<file path="src/rtl/pin_irq_pkg.sv">
package pin_irq_pkg;
  localparam int unsigned REG_AW = 2;

  typedef enum logic [REG_AW-1:0] {
    REG_EN   = 2'd0,
    REG_EDGE = 2'd1,
    REG_FLAG = 2'd2
  } reg_sel_e;
endpackage

</file>
<file path="src/rtl/pin_sync.sv">
module pin_sync #(
  parameter int unsigned N      = 8,
  parameter int unsigned STAGES = 2
) (
  input  logic         clk_i,
  input  logic         rst_ni,
  input  logic [N-1:0] d_i,
  output logic [N-1:0] q_o
);
  logic [N-1:0] stage_q [STAGES];

  for (genvar s = 0; s < STAGES; s++) begin : g_stage
    always_ff @(posedge clk_i or negedge rst_ni) begin
      if (!rst_ni) stage_q[s] <= '0;
      else if (s == 0) stage_q[s] <= d_i;
      else stage_q[s] <= stage_q[(s == 0) ? 0 : s-1];
    end
  end

  assign q_o = stage_q[STAGES-1];
endmodule

</file>
<file path="src/rtl/edge_detect.sv">
module edge_detect #(
  parameter int unsigned N = 8
) (
  input  logic         clk_i,
  input  logic         rst_ni,
  input  logic [N-1:0] level_i,
  output logic [N-1:0] rise_o,
  output logic [N-1:0] fall_o
);
  logic [N-1:0] prev_q;

  always_ff @(posedge clk_i or negedge rst_ni) begin
    if (!rst_ni) prev_q <= '0;
    else         prev_q <= level_i;
  end

  assign rise_o = level_i & ~prev_q;
  assign fall_o = ~level_i & prev_q;
endmodule

</file>
<file path="src/rtl/flag_bank.sv">
module flag_bank #(
  parameter int unsigned N = 8
) (
  input  logic         clk_i,
  input  logic         rst_ni,
  input  logic [N-1:0] set_i,
  input  logic [N-1:0] clr_i,
  output logic [N-1:0] flag_o
);
  logic [N-1:0] flag_q;

  // set has priority over clear
  always_ff @(posedge clk_i or negedge rst_ni) begin
    if (!rst_ni) flag_q <= '0;
    else         flag_q <= (flag_q & ~clr_i) | set_i;
  end

  assign flag_o = flag_q;
endmodule

</file>
<file path="src/rtl/pin_edge_irq.sv">
module pin_edge_irq
  import pin_irq_pkg::*;
#(
  parameter int unsigned NUM_PINS = 8,
  parameter int unsigned DATA_W   = 16,
  parameter int unsigned FLAG_LSB = 8,
  parameter int unsigned SYNC_LEN = 2
) (
  input  logic                clk_i,
  input  logic                rst_ni,
  input  logic [NUM_PINS-1:0] pin_i,
  input  logic                reg_we_i,
  input  logic [REG_AW-1:0]   reg_addr_i,
  input  logic [DATA_W-1:0]   reg_wdata_i,
  output logic [DATA_W-1:0]   reg_rdata_o,
  output logic                irq_o
);
  localparam int unsigned EDGE_W = 2 * NUM_PINS;

  logic [NUM_PINS-1:0] en_q, rise_en_q, fall_en_q;
  logic [NUM_PINS-1:0] pin_sync_s, rise_s, fall_s;
  logic [NUM_PINS-1:0] flag_set, flag_clr, flag_q;

  logic wr_en, wr_edge, wr_flag;
  assign wr_en   = reg_we_i && (reg_addr_i == REG_EN);
  assign wr_edge = reg_we_i && (reg_addr_i == REG_EDGE);
  assign wr_flag = reg_we_i && (reg_addr_i == REG_FLAG);

  always_ff @(posedge clk_i or negedge rst_ni) begin
    if (!rst_ni) begin
      en_q      <= '0;
      rise_en_q <= '0;
      fall_en_q <= '0;
    end else begin
      if (wr_en) en_q <= reg_wdata_i[NUM_PINS-1:0];
      if (wr_edge) begin
        rise_en_q <= reg_wdata_i[NUM_PINS-1:0];
        fall_en_q <= reg_wdata_i[EDGE_W-1:NUM_PINS];
      end
    end
  end

  pin_sync #(.N(NUM_PINS), .STAGES(SYNC_LEN)) u_sync (
    .clk_i  (clk_i),
    .rst_ni (rst_ni),
    .d_i    (pin_i),
    .q_o    (pin_sync_s)
  );

  edge_detect #(.N(NUM_PINS)) u_edge (
    .clk_i   (clk_i),
    .rst_ni  (rst_ni),
    .level_i (pin_sync_s),
    .rise_o  (rise_s),
    .fall_o  (fall_s)
  );

  for (genvar p = 0; p < NUM_PINS; p++) begin : g_gate
    assign flag_set[p] = en_q[p] & ((rise_s[p] & rise_en_q[p]) | (fall_s[p] & fall_en_q[p]));
    assign flag_clr[p] = wr_flag & reg_wdata_i[FLAG_LSB+p];
  end

  flag_bank #(.N(NUM_PINS)) u_flags (
    .clk_i  (clk_i),
    .rst_ni (rst_ni),
    .set_i  (flag_set),
    .clr_i  (flag_clr),
    .flag_o (flag_q)
  );

  always_comb begin
    reg_rdata_o = '0;
    case (reg_addr_i)
      REG_EN:   reg_rdata_o[NUM_PINS-1:0] = en_q;
      REG_EDGE: reg_rdata_o[EDGE_W-1:0]   = {fall_en_q, rise_en_q};
      REG_FLAG: reg_rdata_o[FLAG_LSB +: NUM_PINS] = flag_q;
      default:  reg_rdata_o = '0;
    endcase
  end

  assign irq_o = |flag_q;
endmodule

</file>
<file path="config.mk">
export PLATFORM = sky130hd
export DESIGN_NAME = pin_edge_irq
export DESIGN_NICKNAME = d
export VERILOG_FILES = /design/src/rtl/pin_irq_pkg.sv /design/src/rtl/pin_sync.sv /design/src/rtl/edge_detect.sv /design/src/rtl/flag_bank.sv /design/src/rtl/pin_edge_irq.sv
export SDC_FILE = /design/constraint.sdc
export NUM_CORES = 1
export LEC_CHECK = 0
export BUFFER_PORTS_ARGS = -buffer_cell sky130_fd_sc_hd__buf_2
export CORE_MARGIN = 2
export CORE_UTILIZATION = 40
export DETAILED_ROUTE_END_ITERATION = 8
export PLACE_DENSITY = 0.65
export RECOVER_POWER = 25
export SKIP_CTS_REPAIR_TIMING = 1
export SYNTH_ARGS = -nofsm -noshare
export SYNTH_HDL_FRONTEND = slang
export SYNTH_SLANG_ARGS = --single-unit
</file>
<file path="constraint.sdc">
create_clock -name clk_i -period 2.1 [get_ports clk_i]
set_input_delay 0.315 -clock clk_i [delete_from_list [all_inputs] [get_ports clk_i]]
set_output_delay 0.315 -clock clk_i [all_outputs]
set_load 0.03 [all_outputs]
</file>
Word-level counts from Yosys, hierarchy flattened
Cells that the tools add are included.
{ "word_totals": {"register_bits": 56, "in_bits": 29, "output_inout_bits": 17} }
{ "op_classes": {"n_eq_ne": 2, "n_mux": 2, "bitwise": 47, "n_reduce_logical": 5} }
{ "op_table": {"columns": ["operator", "n"], "rows": [
  ["1-bit bitwise AND", 32],
  ["8-bit case mux with 2 select lines", 2],
  ["8-bit bitwise AND", 3],
  ["8-bit inverter", 3],
  ["1-bit bitwise OR", 8],
  ["8-bit bitwise OR", 1],
  ["8-bit OR reduction", 1],
  ["1-bit logical AND", 3],
  ["2-bit by 1-bit equality test with 1-bit output (second input constant)", 1],
  ["2-bit equality test (second input constant)", 1],
  ["2-bit zero test", 1]
]} }

Longest topological paths before layout
Gate-level depths: netlist of the first run.
{ "logic_depth": {"ltp_word": 6, "mapped_depth": 6, "ltp_nobuf": 4} }

Hierarchy
From an unflattened synthesis of the first run, not the netlist that was laid out.
{ "hier_totals": {"hier_cells": 184, "hier_area_um2": 2483.6} }
{ "modules_own_cells": {"columns": ["module", "instances", "cells_per_inst", "area_per_inst_um2", "seq_area_each_um2"], "rows": [
  ["pin_edge_irq", 1, 112, 1392.6, 600.6],
  ["pin_sync", 1, 24, 460.4, 400.4],
  ["edge_detect", 1, 24, 340.3, 200.2],
  ["flag_bank", 1, 24, 290.3, 200.2]
]} }

Worst setup path after synthesis of the first run
Ideal clock, no wire load.
{ "synth_path": {"kind": "input -> output", "startpoint": "in reg_addr_i[1]", "endpoint": "out reg_rdata_o[12]", "arrival_time_ps": 1354, "required_time_ps": 1785, "path_slack_ps": 431, "path_stages": 6, "path_buffers": 2, "path_cell_list": "inv_1 -> ha_1 -> buf_6 -> buf_2 -> a22oi_1 -> nor2b_1"} }
{ "synth_via": {"elab_chain_len": 2, "elab_cells_between_ends": 3} }
{ "synth_rtl": {"columns": ["element", "line_no", "rtl"], "rows": [
  ["start: declaration", "pin_edge_irq.sv:13", "input logic [REG_AW-1:0] reg_addr_i,"],
  ["2-bit equality test or 2-bit by 1-bit equality test with 1-bit output (tied branches)", "pin_edge_irq.sv:73", "case (reg_addr_i)"],
  ["8-bit case mux with 2 select lines (*)", "pin_edge_irq.sv:73", null],
  ["end: declaration", "pin_edge_irq.sv:15", "output logic [DATA_W-1:0] reg_rdata_o,"]
]} }
Mark *: on every way between the ends. The rest lies on a longest branch, timed or not.

Worst setup path after layout of the first run
{ "layout_path": {"startpoint": "reg u_flags.flag_q[6] (netlist: u_flags.flag_o[6])", "endpoint": "out irq_o"} }
{ "layout_via": {"elab_chain_len": 1} }
{ "layout_rtl": {"columns": ["element", "line_no", "rtl"], "rows": [
  ["start: declaration", "flag_bank.sv:10", "logic [N-1:0] flag_q;"],
  ["start signal: assignment", "flag_bank.sv:15", "else flag_q <= (flag_q & ~clr_i) | set_i;"],
  ["8-bit OR reduction", "pin_edge_irq.sv:81", "assign irq_o = |flag_q;"],
  ["end: declaration", "pin_edge_irq.sv:16", "output logic irq_o"]
]} }
No other way between the ends.

==> results of run 1 <==
worst min-delay path by stage:
stage / startpoint / end / slack, ps / cells after the start
5_1_grt: pin_i[3] / u_sync.stage_q[11]$_DFF_PN0_ / 80 / 1
2_1_floorplan: rst_ni / en_q[0]$_DFFE_PN0P_ / 20 / 0
6_report: pin_i[0] / u_sync.stage_q[8]$_DFF_PN0_ / 110 / 1
3_5_place_dp: rst_ni / en_q[3]$_DFFE_PN0P_ / 290 / 1
3_3_place_gp: rst_ni / en_q[3]$_DFFE_PN0P_ / 290 / 1
4_1_cts: rst_ni / en_q[3]$_DFFE_PN0P_ / -60 / 1
registers in the layout, summed over array words and instances (netlist names):
name and count:
en_q 8, fall_en_q 8, rise_en_q 8, u_flags.flag_o 8
u_edge.prev_q 8, u_sync.q_o 8, u_sync.stage_q 8
cells in the final DEF, fill, tap and decap left out:
master	synthesis	layout
bufinv_16	0	1
clkbuf_8	0	5
inv_1	2	2
nand2_1	1	1
nand3_1	8	8
clkinv_2	0	1
mux2_2	14	14
nand2_2	1	1
nor2b_1	8	8
ha_1	3	3
mux2_4	10	10
nand2_8	1	1
dlygate4sd3_1	0	1
buf_4	2	7
and4b_1	16	16
a22oi_1	8	8
a211o_1	8	8
a22o_1	8	8
clkbuf_1	0	3
buf_2	2	43
dfrtp_1	56	56
nor4_1	2	2
worst max-delay path, delay by kind of cell (launching register included):
| family | cells | cell delay [ps] |
|---|---|---|
| and+or+nand+nor | 2 | 510 |
| DFF | 1 | 410 |
| buffers and inverters | 1 | 190 |
cell families (layout without fill, tap and decap cells):
kind of cell / Yosys count / after routing
fa+ha+maj: 3 / 3
simple gates: 37 / 37
buf+inv: 9 / 63
mux: 24 / 24
flops: 56 / 56
compound gates: 24 / 24
power groups by stage:
stage	Combinational (mW)	Sequential, mW	Clock [mW]
5_1_grt	0.489	1.41	0.748
3_3_place_gp	0.448	1.41	0
2_1_floorplan	0.335	1.36	0
6_report	0.451	1.39	0.688
3_5_place_dp	0.455	1.41	0
4_1_cts	0.456	1.39	0.705
per-layer routing:
layer  wire length (um)  global-route usage
met3                227              0.0371
met1               2330               0.237
met4                 71              0.0610
met2               1990               0.228
met5                  0                   0
metrics by stage:
step                hold WS (ps)  instances
finish                       106        279
global route                84.3        279
CTS                        -57.3        278
global placement             286        270
detailed placement           287        270
floorplan                   19.4        153
cell type report:
cell class	count	area (um^2)	share of cell area
clock buffer	6	72.6	0.0266
inverter	2	7.51	0.00275
timing repair buffer	53	285	0.104
multi-input combinational	88	838	0.307
clock inverter	2	35.0	0.0128
tap	72	90.1	0.0330
sequential	56	1400	0.513
==> flow_metrics.py, run 1 <==
metrics = {
    "synthesis": {
        "synth_top_family_by_area": "multiplexers",
        "synthAdderAreaFrac": 0.0162,
        "synth-simple-area-share": 0.126,
        "synth_top_area_cell": "dfrtp_1",
        "synth-xor-area-share": 0,
        "synthTopCellsByCount": "dfrtp_1, and4b_1, mux2_2",
        "yosysTopAreaCellShare": 0.605,
        "ys_warn_count": 0,
        "synth_area_per_cell_um2": 15.1,
        "syn-cell-area_um2": 2310,
        "yosysMostFrequentCell": "dfrtp_1",
        "synth_cell_types": 19,
        "syn_inst": 153,
        "synth_flop_cell": "dfrtp_1",
        "synthTopCellsByArea": "dfrtp_1, and4b_1, mux2_2",
        "synth_compound_area_frac": 0.0865,
        "synth.yosys.seq_area_share": 0.605,
        "syn-num-nets": 185,
        "synth-seq-cells": 56,
        "synthMuxAreaShare": 0.133,
        "synth_edf_count": 0,
        "async_flop_share": 1.00,
    },
    "worst_setup_path": {
        "required_ps": 1780,
        "crit_start": "u_flags.flag_o[6]$_DFF_PN0_",
        "path_class": "flip-flop to primary output",
        "max_stage_delay_ps": 420,
        "cp.arrival_ps": 1400,
        "crit_fanout": 3,
        "path_cells": "nor4_1, nand2_1, buf_2",
        "endpoint": "irq_o",
        "rr_worst_depth": 2,
        "slowest_stage": "nor4_1",
        "r2r-end": "u_flags.flag_o[4]$_DFF_PN0_",
        "worstSetupEndpointType": "primary output",
        "reg2reg_setup_slack_ps": 1100,
        "start_kind": "flip-flop",
        "r2r_start": "fall_en_q[4]$_DFFE_PN0P_",
    },
    "clock_tree": {
        "cts_tree": "built",
        "clock_latency_ps": 310,
        "cts_buffer_depth": 2,
        "cts.sinks": 56,
        "cts_buffers": 5,
        "cts-root-buf": "clkbuf_8",
        "cts.clk_slew.worst_paths_ps": 90,
        "htree_levels": 2,
    },
    "routing": {
        "drt-pass1-iter-count": 4,
        "num_vias": 1476,
        "drt-total-wl_um": 4620,
        "wl_per_cell_um": 16.6,
        "remaining_drc_errors": 0,
        "avgViaCountPerCell": 5.29,
        "drtIter0Drc": 65,
        "antenna_left": 0,
    },
    "sta": {
        "setup_violations": 0,
        "fmax_ghz": 0.583,
        "slew_viol_final": 0,
        "finalHoldViolations": 0,
        "period_needed_ps": 1720,
        "max_slew_margin": 0.287,
        "rsz0062_at_grt": "no",
        "fin_setup_tns_ps": 0,
        "final.setup.worst_slack_ps": 385,
        "skew_ps": 4.31,
        "fin_crit_sh": 0.817,
        "worst_pin_slew_ps": 1070,
    },
    "layout": {
        "fin_nets": 238,
        "area_growth_pct": 17.9,
        "final_core_util": 0.493,
        "drive_gt1_frac": 0.401,
        "fillers": 517,
        "final_area_um2": 2730,
        "diodes": 0,
    },
    "power": {
        "cellPowerDensity_nw_per_um2": 926,
        "pwr-share-comb": 0.178,
        "clkPwrFrac": 0.272,
        "p_leak_nw": 1.33,
        "total_power_mw": 2.53,
        "seq_power_share": 0.550,
        "p_int_mw": 1.84,
        "vdd_drop_max_uv": 509,
        "swShare": 0.273,
        "net-switching-power_uw": 689,
    },
    "global_routing": {
        "grt_max_degree": 22,
        "grt_pass1_wl_um": 7670,
        "grt_pass1_vias": 1507,
        "antenna_found_initial": 0,
        "gr-total-overflow": 0,
        "track_usage": 0.160,
    },
    "placement": {
        "gp_routability_congestion": 0.807,
        "io_buffers": 45,
        "place_hpwl_um": 3360,
        "place_ws_ps": 417,
        "dpl-instance-area_um2": 2620,
    },
    "floorplanning": {
        "die_area_um2": 6410,
        "pin_count": 46,
        "initial_core_util": 0.418,
        "row_count": 27,
        "die_y_um": 80.1,
        "die_w_um": 80.1,
        "coreArea_um2": 5540,
    },
    "status": {
        "status": "finished clean",
    },
    "worst_hold_path": {
        "hold_class": "primary input to flip-flop",
    },
    "job": {
        "cap_violations": 0,
    },
}
No activity file was read; power rests on OpenSTA's default activity.
==> inputs of run 2 (changes only) <==
- ABC_AREA: default -> 1
- PLACE_DENSITY: 0.65 -> 0.68
- clock period: 2.1 -> 1.45 ns (I/O delays scaled with it)
==> run 2 against run 1 <==
Effect of this change: core utilization rose by 2.2 points; cell area rose by 3.9%; first-iteration DRC count rose to 3.1 times the previous value; setup slack got worse by 340 ps; global-route usage rose by 0.25 points; critical path type is now primary input to primary output; power rose by 35%; via count rose by 18%; worst hold slack got worse by 91 ps; sequential share of layout area fell by 1.9 points.
==> flow_metrics.py, run 2 <==
metrics = {
    "status": {
        "status": "finished clean",
    },
    "routing": {
        "antenna_left": 0,
        "wl_met1_um": 2210,
        "wl_per_cell_um": 12.4,
        "wl_met2_um": 2170,
        "remaining_drc_errors": 0,
        "avgViaCountPerCell": 4.63,
        "drtIter0Drc": 199,
        "top_layer_used": "met4",
        "drt-pass1-iter-count": 4,
        "met3_length_um": 249,
        "drt-total-wl_um": 4690,
        "num_vias": 1747,
    },
    "floorplanning": {
        "coreArea_um2": 5510,
        "initial_core_util": 0.415,
        "pin_count": 46,
        "die_area_um2": 6330,
        "die_w_um": 79.6,
        "die_y_um": 79.6,
        "row_count": 27,
    },
    "worst_hold_path": {
        "hold_class": "primary input to flip-flop",
    },
    "synthesis": {
        "syn-cell-area_um2": 2280,
        "synth_area_per_cell_um2": 9.28,
        "synthTopCellsByArea": "dfrtp_1, nand2_1, inv_1",
        "yosysMostFrequentCell": "nand2_1",
        "synth_compound_area_frac": 0.118,
        "synthMuxAreaShare": 0,
        "synth.yosys.seq_area_share": 0.614,
        "synthAdderAreaFrac": 0.0164,
        "ys_warn_count": 0,
        "yosysTopAreaCellShare": 0.614,
        "synth_top_area_cell": "dfrtp_1",
        "synthTopCellsByCount": "nand2_1, dfrtp_1, inv_1",
        "synth-simple-area-share": 0.165,
        "synth-xor-area-share": 0,
        "synth_flop_cell": "dfrtp_1",
        "syn_inst": 246,
        "syn-num-nets": 278,
        "synth_edf_count": 0,
        "synth-seq-cells": 56,
        "async_flop_share": 1.00,
        "synth_top_family_by_area": "simple AND/OR/NAND/NOR gates",
        "synth_cell_types": 15,
    },
    "global_routing": {
        "antenna_found_initial": 0,
        "gr-total-overflow": 0,
        "grt_max_degree": 57,
        "grt_pass1_vias": 1613,
        "track_usage": 0.163,
        "grt_pass1_wl_um": 7690,
    },
    "clock_tree": {
        "cts_buffers": 5,
        "cts_buffer_depth": 2,
        "cts_tree": "built",
        "cts.sinks": 56,
        "cts-root-buf": "clkbuf_8",
        "clock_latency_ps": 300,
        "cts.clk_slew.worst_paths_ps": 90,
        "htree_levels": 2,
    },
    "layout": {
        "final_core_util": 0.515,
        "final_common_cell": "nand2_1",
        "fin_nets": 337,
        "drive_gt1_frac": 0.243,
        "area_growth_pct": 24.2,
        "layout_common_cells": "nand2_1, dfrtp_1, buf_2",
        "diodes": 0,
    },
    "sta": {
        "finalHoldViolations": 0,
        "fmax_ghz": 0.710,
        "skew_ps": 1.99,
        "max_slew_margin": 0.503,
        "fin_crit_sh": 0.971,
        "worst_pin_slew_ps": 745,
        "slew_viol_final": 0,
        "setup_violations": 0,
        "rsz0062_at_grt": "yes",
        "period_needed_ps": 1410,
    },
    "power": {
        "p_leak_nw": 1.48,
        "vdd_drop_max_uv": 572,
        "total_power_mw": 3.41,
        "cellPowerDensity_nw_per_um2": 1200,
    },
    "worst_setup_path": {
        "cp.arrival_ps": 1190,
        "required_ps": 1230,
        "crit_fanout": 17,
        "start_kind": "primary input",
        "path_class": "primary input to primary output",
        "worstSetupEndpointType": "primary output",
    },
    "placement": {
        "place_hpwl_um": 3230,
        "gp_routability_congestion": 0.743,
        "io_buffers": 45,
    },
    "job": {
        "cap_violations": 0,
    },
}
[run 2: cell count changes after synthesis, moves of 8 or more]
cell     before  now
a22oi_1       8    0
nand2_1       1   81
nor2b_1       8    0
inv_1         2   35
mux2_4       10    0
mux2_2       14    0
o21ai_1       0   16
a211o_1       8    0
a21oi_1       0    8
and4b_1      16    0
o21ai_0       0   16
[run 2: final timing paths]
path                                                endpoint                         from  depth (start not counted)  slack (ps)
min in group asynchronous       u_sync.stage_q[10]$_DFF_PN0_                       rst_ni                          3         620
worst max-delay path                          reg_rdata_o[8]                reg_addr_i[1]                          7          40
worst min-delay path            u_sync.stage_q[11]$_DFF_PN0_                     pin_i[3]                          1          10
worst min register to register       u_sync.q_o[0]$_DFF_PN0_  u_sync.stage_q[8]$_DFF_PN0_                          0         350
worst max register to register   u_flags.flag_o[7]$_DFF_PN0_      u_sync.q_o[7]$_DFF_PN0_                          4         660
max in group asynchronous        u_flags.flag_o[4]$_DFF_PN0_                       rst_ni                          3         350
[run 2: layout make-up]
| type | instances | area, um^2 |
|---|---|---|
| clock buffer | 7 | 96.3 |
| fill | 501 | 2670 |
| inverter | 35 | 131 |
| multi-input combinational | 147 | 717 |
| sequential | 56 | 1400 |
| tap | 72 | 90.1 |
| timing repair buffer | 60 | 400 |
[run 2: cell families after synthesis]
group | after synthesis
and+or+nand+nor | 96
adders and majority gates | 3
buffers and inverters | 43
AOI/OAI and AO/OA | 48
DFF | 56
[run 2: routing by layer]
metal / GRT usage / vias to the layer above
met5: 0 / -
met4: 0.0672 / 0
met3: 0.0339 / 4
met2: 0.239 / 41
met1: 0.234 / 812
li1: - / 890
[run 2: through the flow]
stage,TNS (ps),cell area [um^2],cells,hold WS (ps),setup slack [ps]
after floorplan,0,2310,246,-78.1,18.0
after global placement,0,2690,365,234,23.6
after detailed placement,0,2690,365,242,26.6
after CTS,0,2780,372,-95.4,24.5
after global routing,-29.0,2840,377,0.880,-9.98
final,0,2840,377,14.7,42.1
[run 2: critical path, cell delays in order]
cell	delay, ps
buf_2	100
inv_1	80
ha_2	190
buf_12	150
nand2_1	70
a21oi_2	160
clkbuf_4	210
[run 2: report_power, final]
group,switching (mW),internal (mW)
sequential,0.149,1.76
combinational,0.358,0.246
clock,0.471,0.427
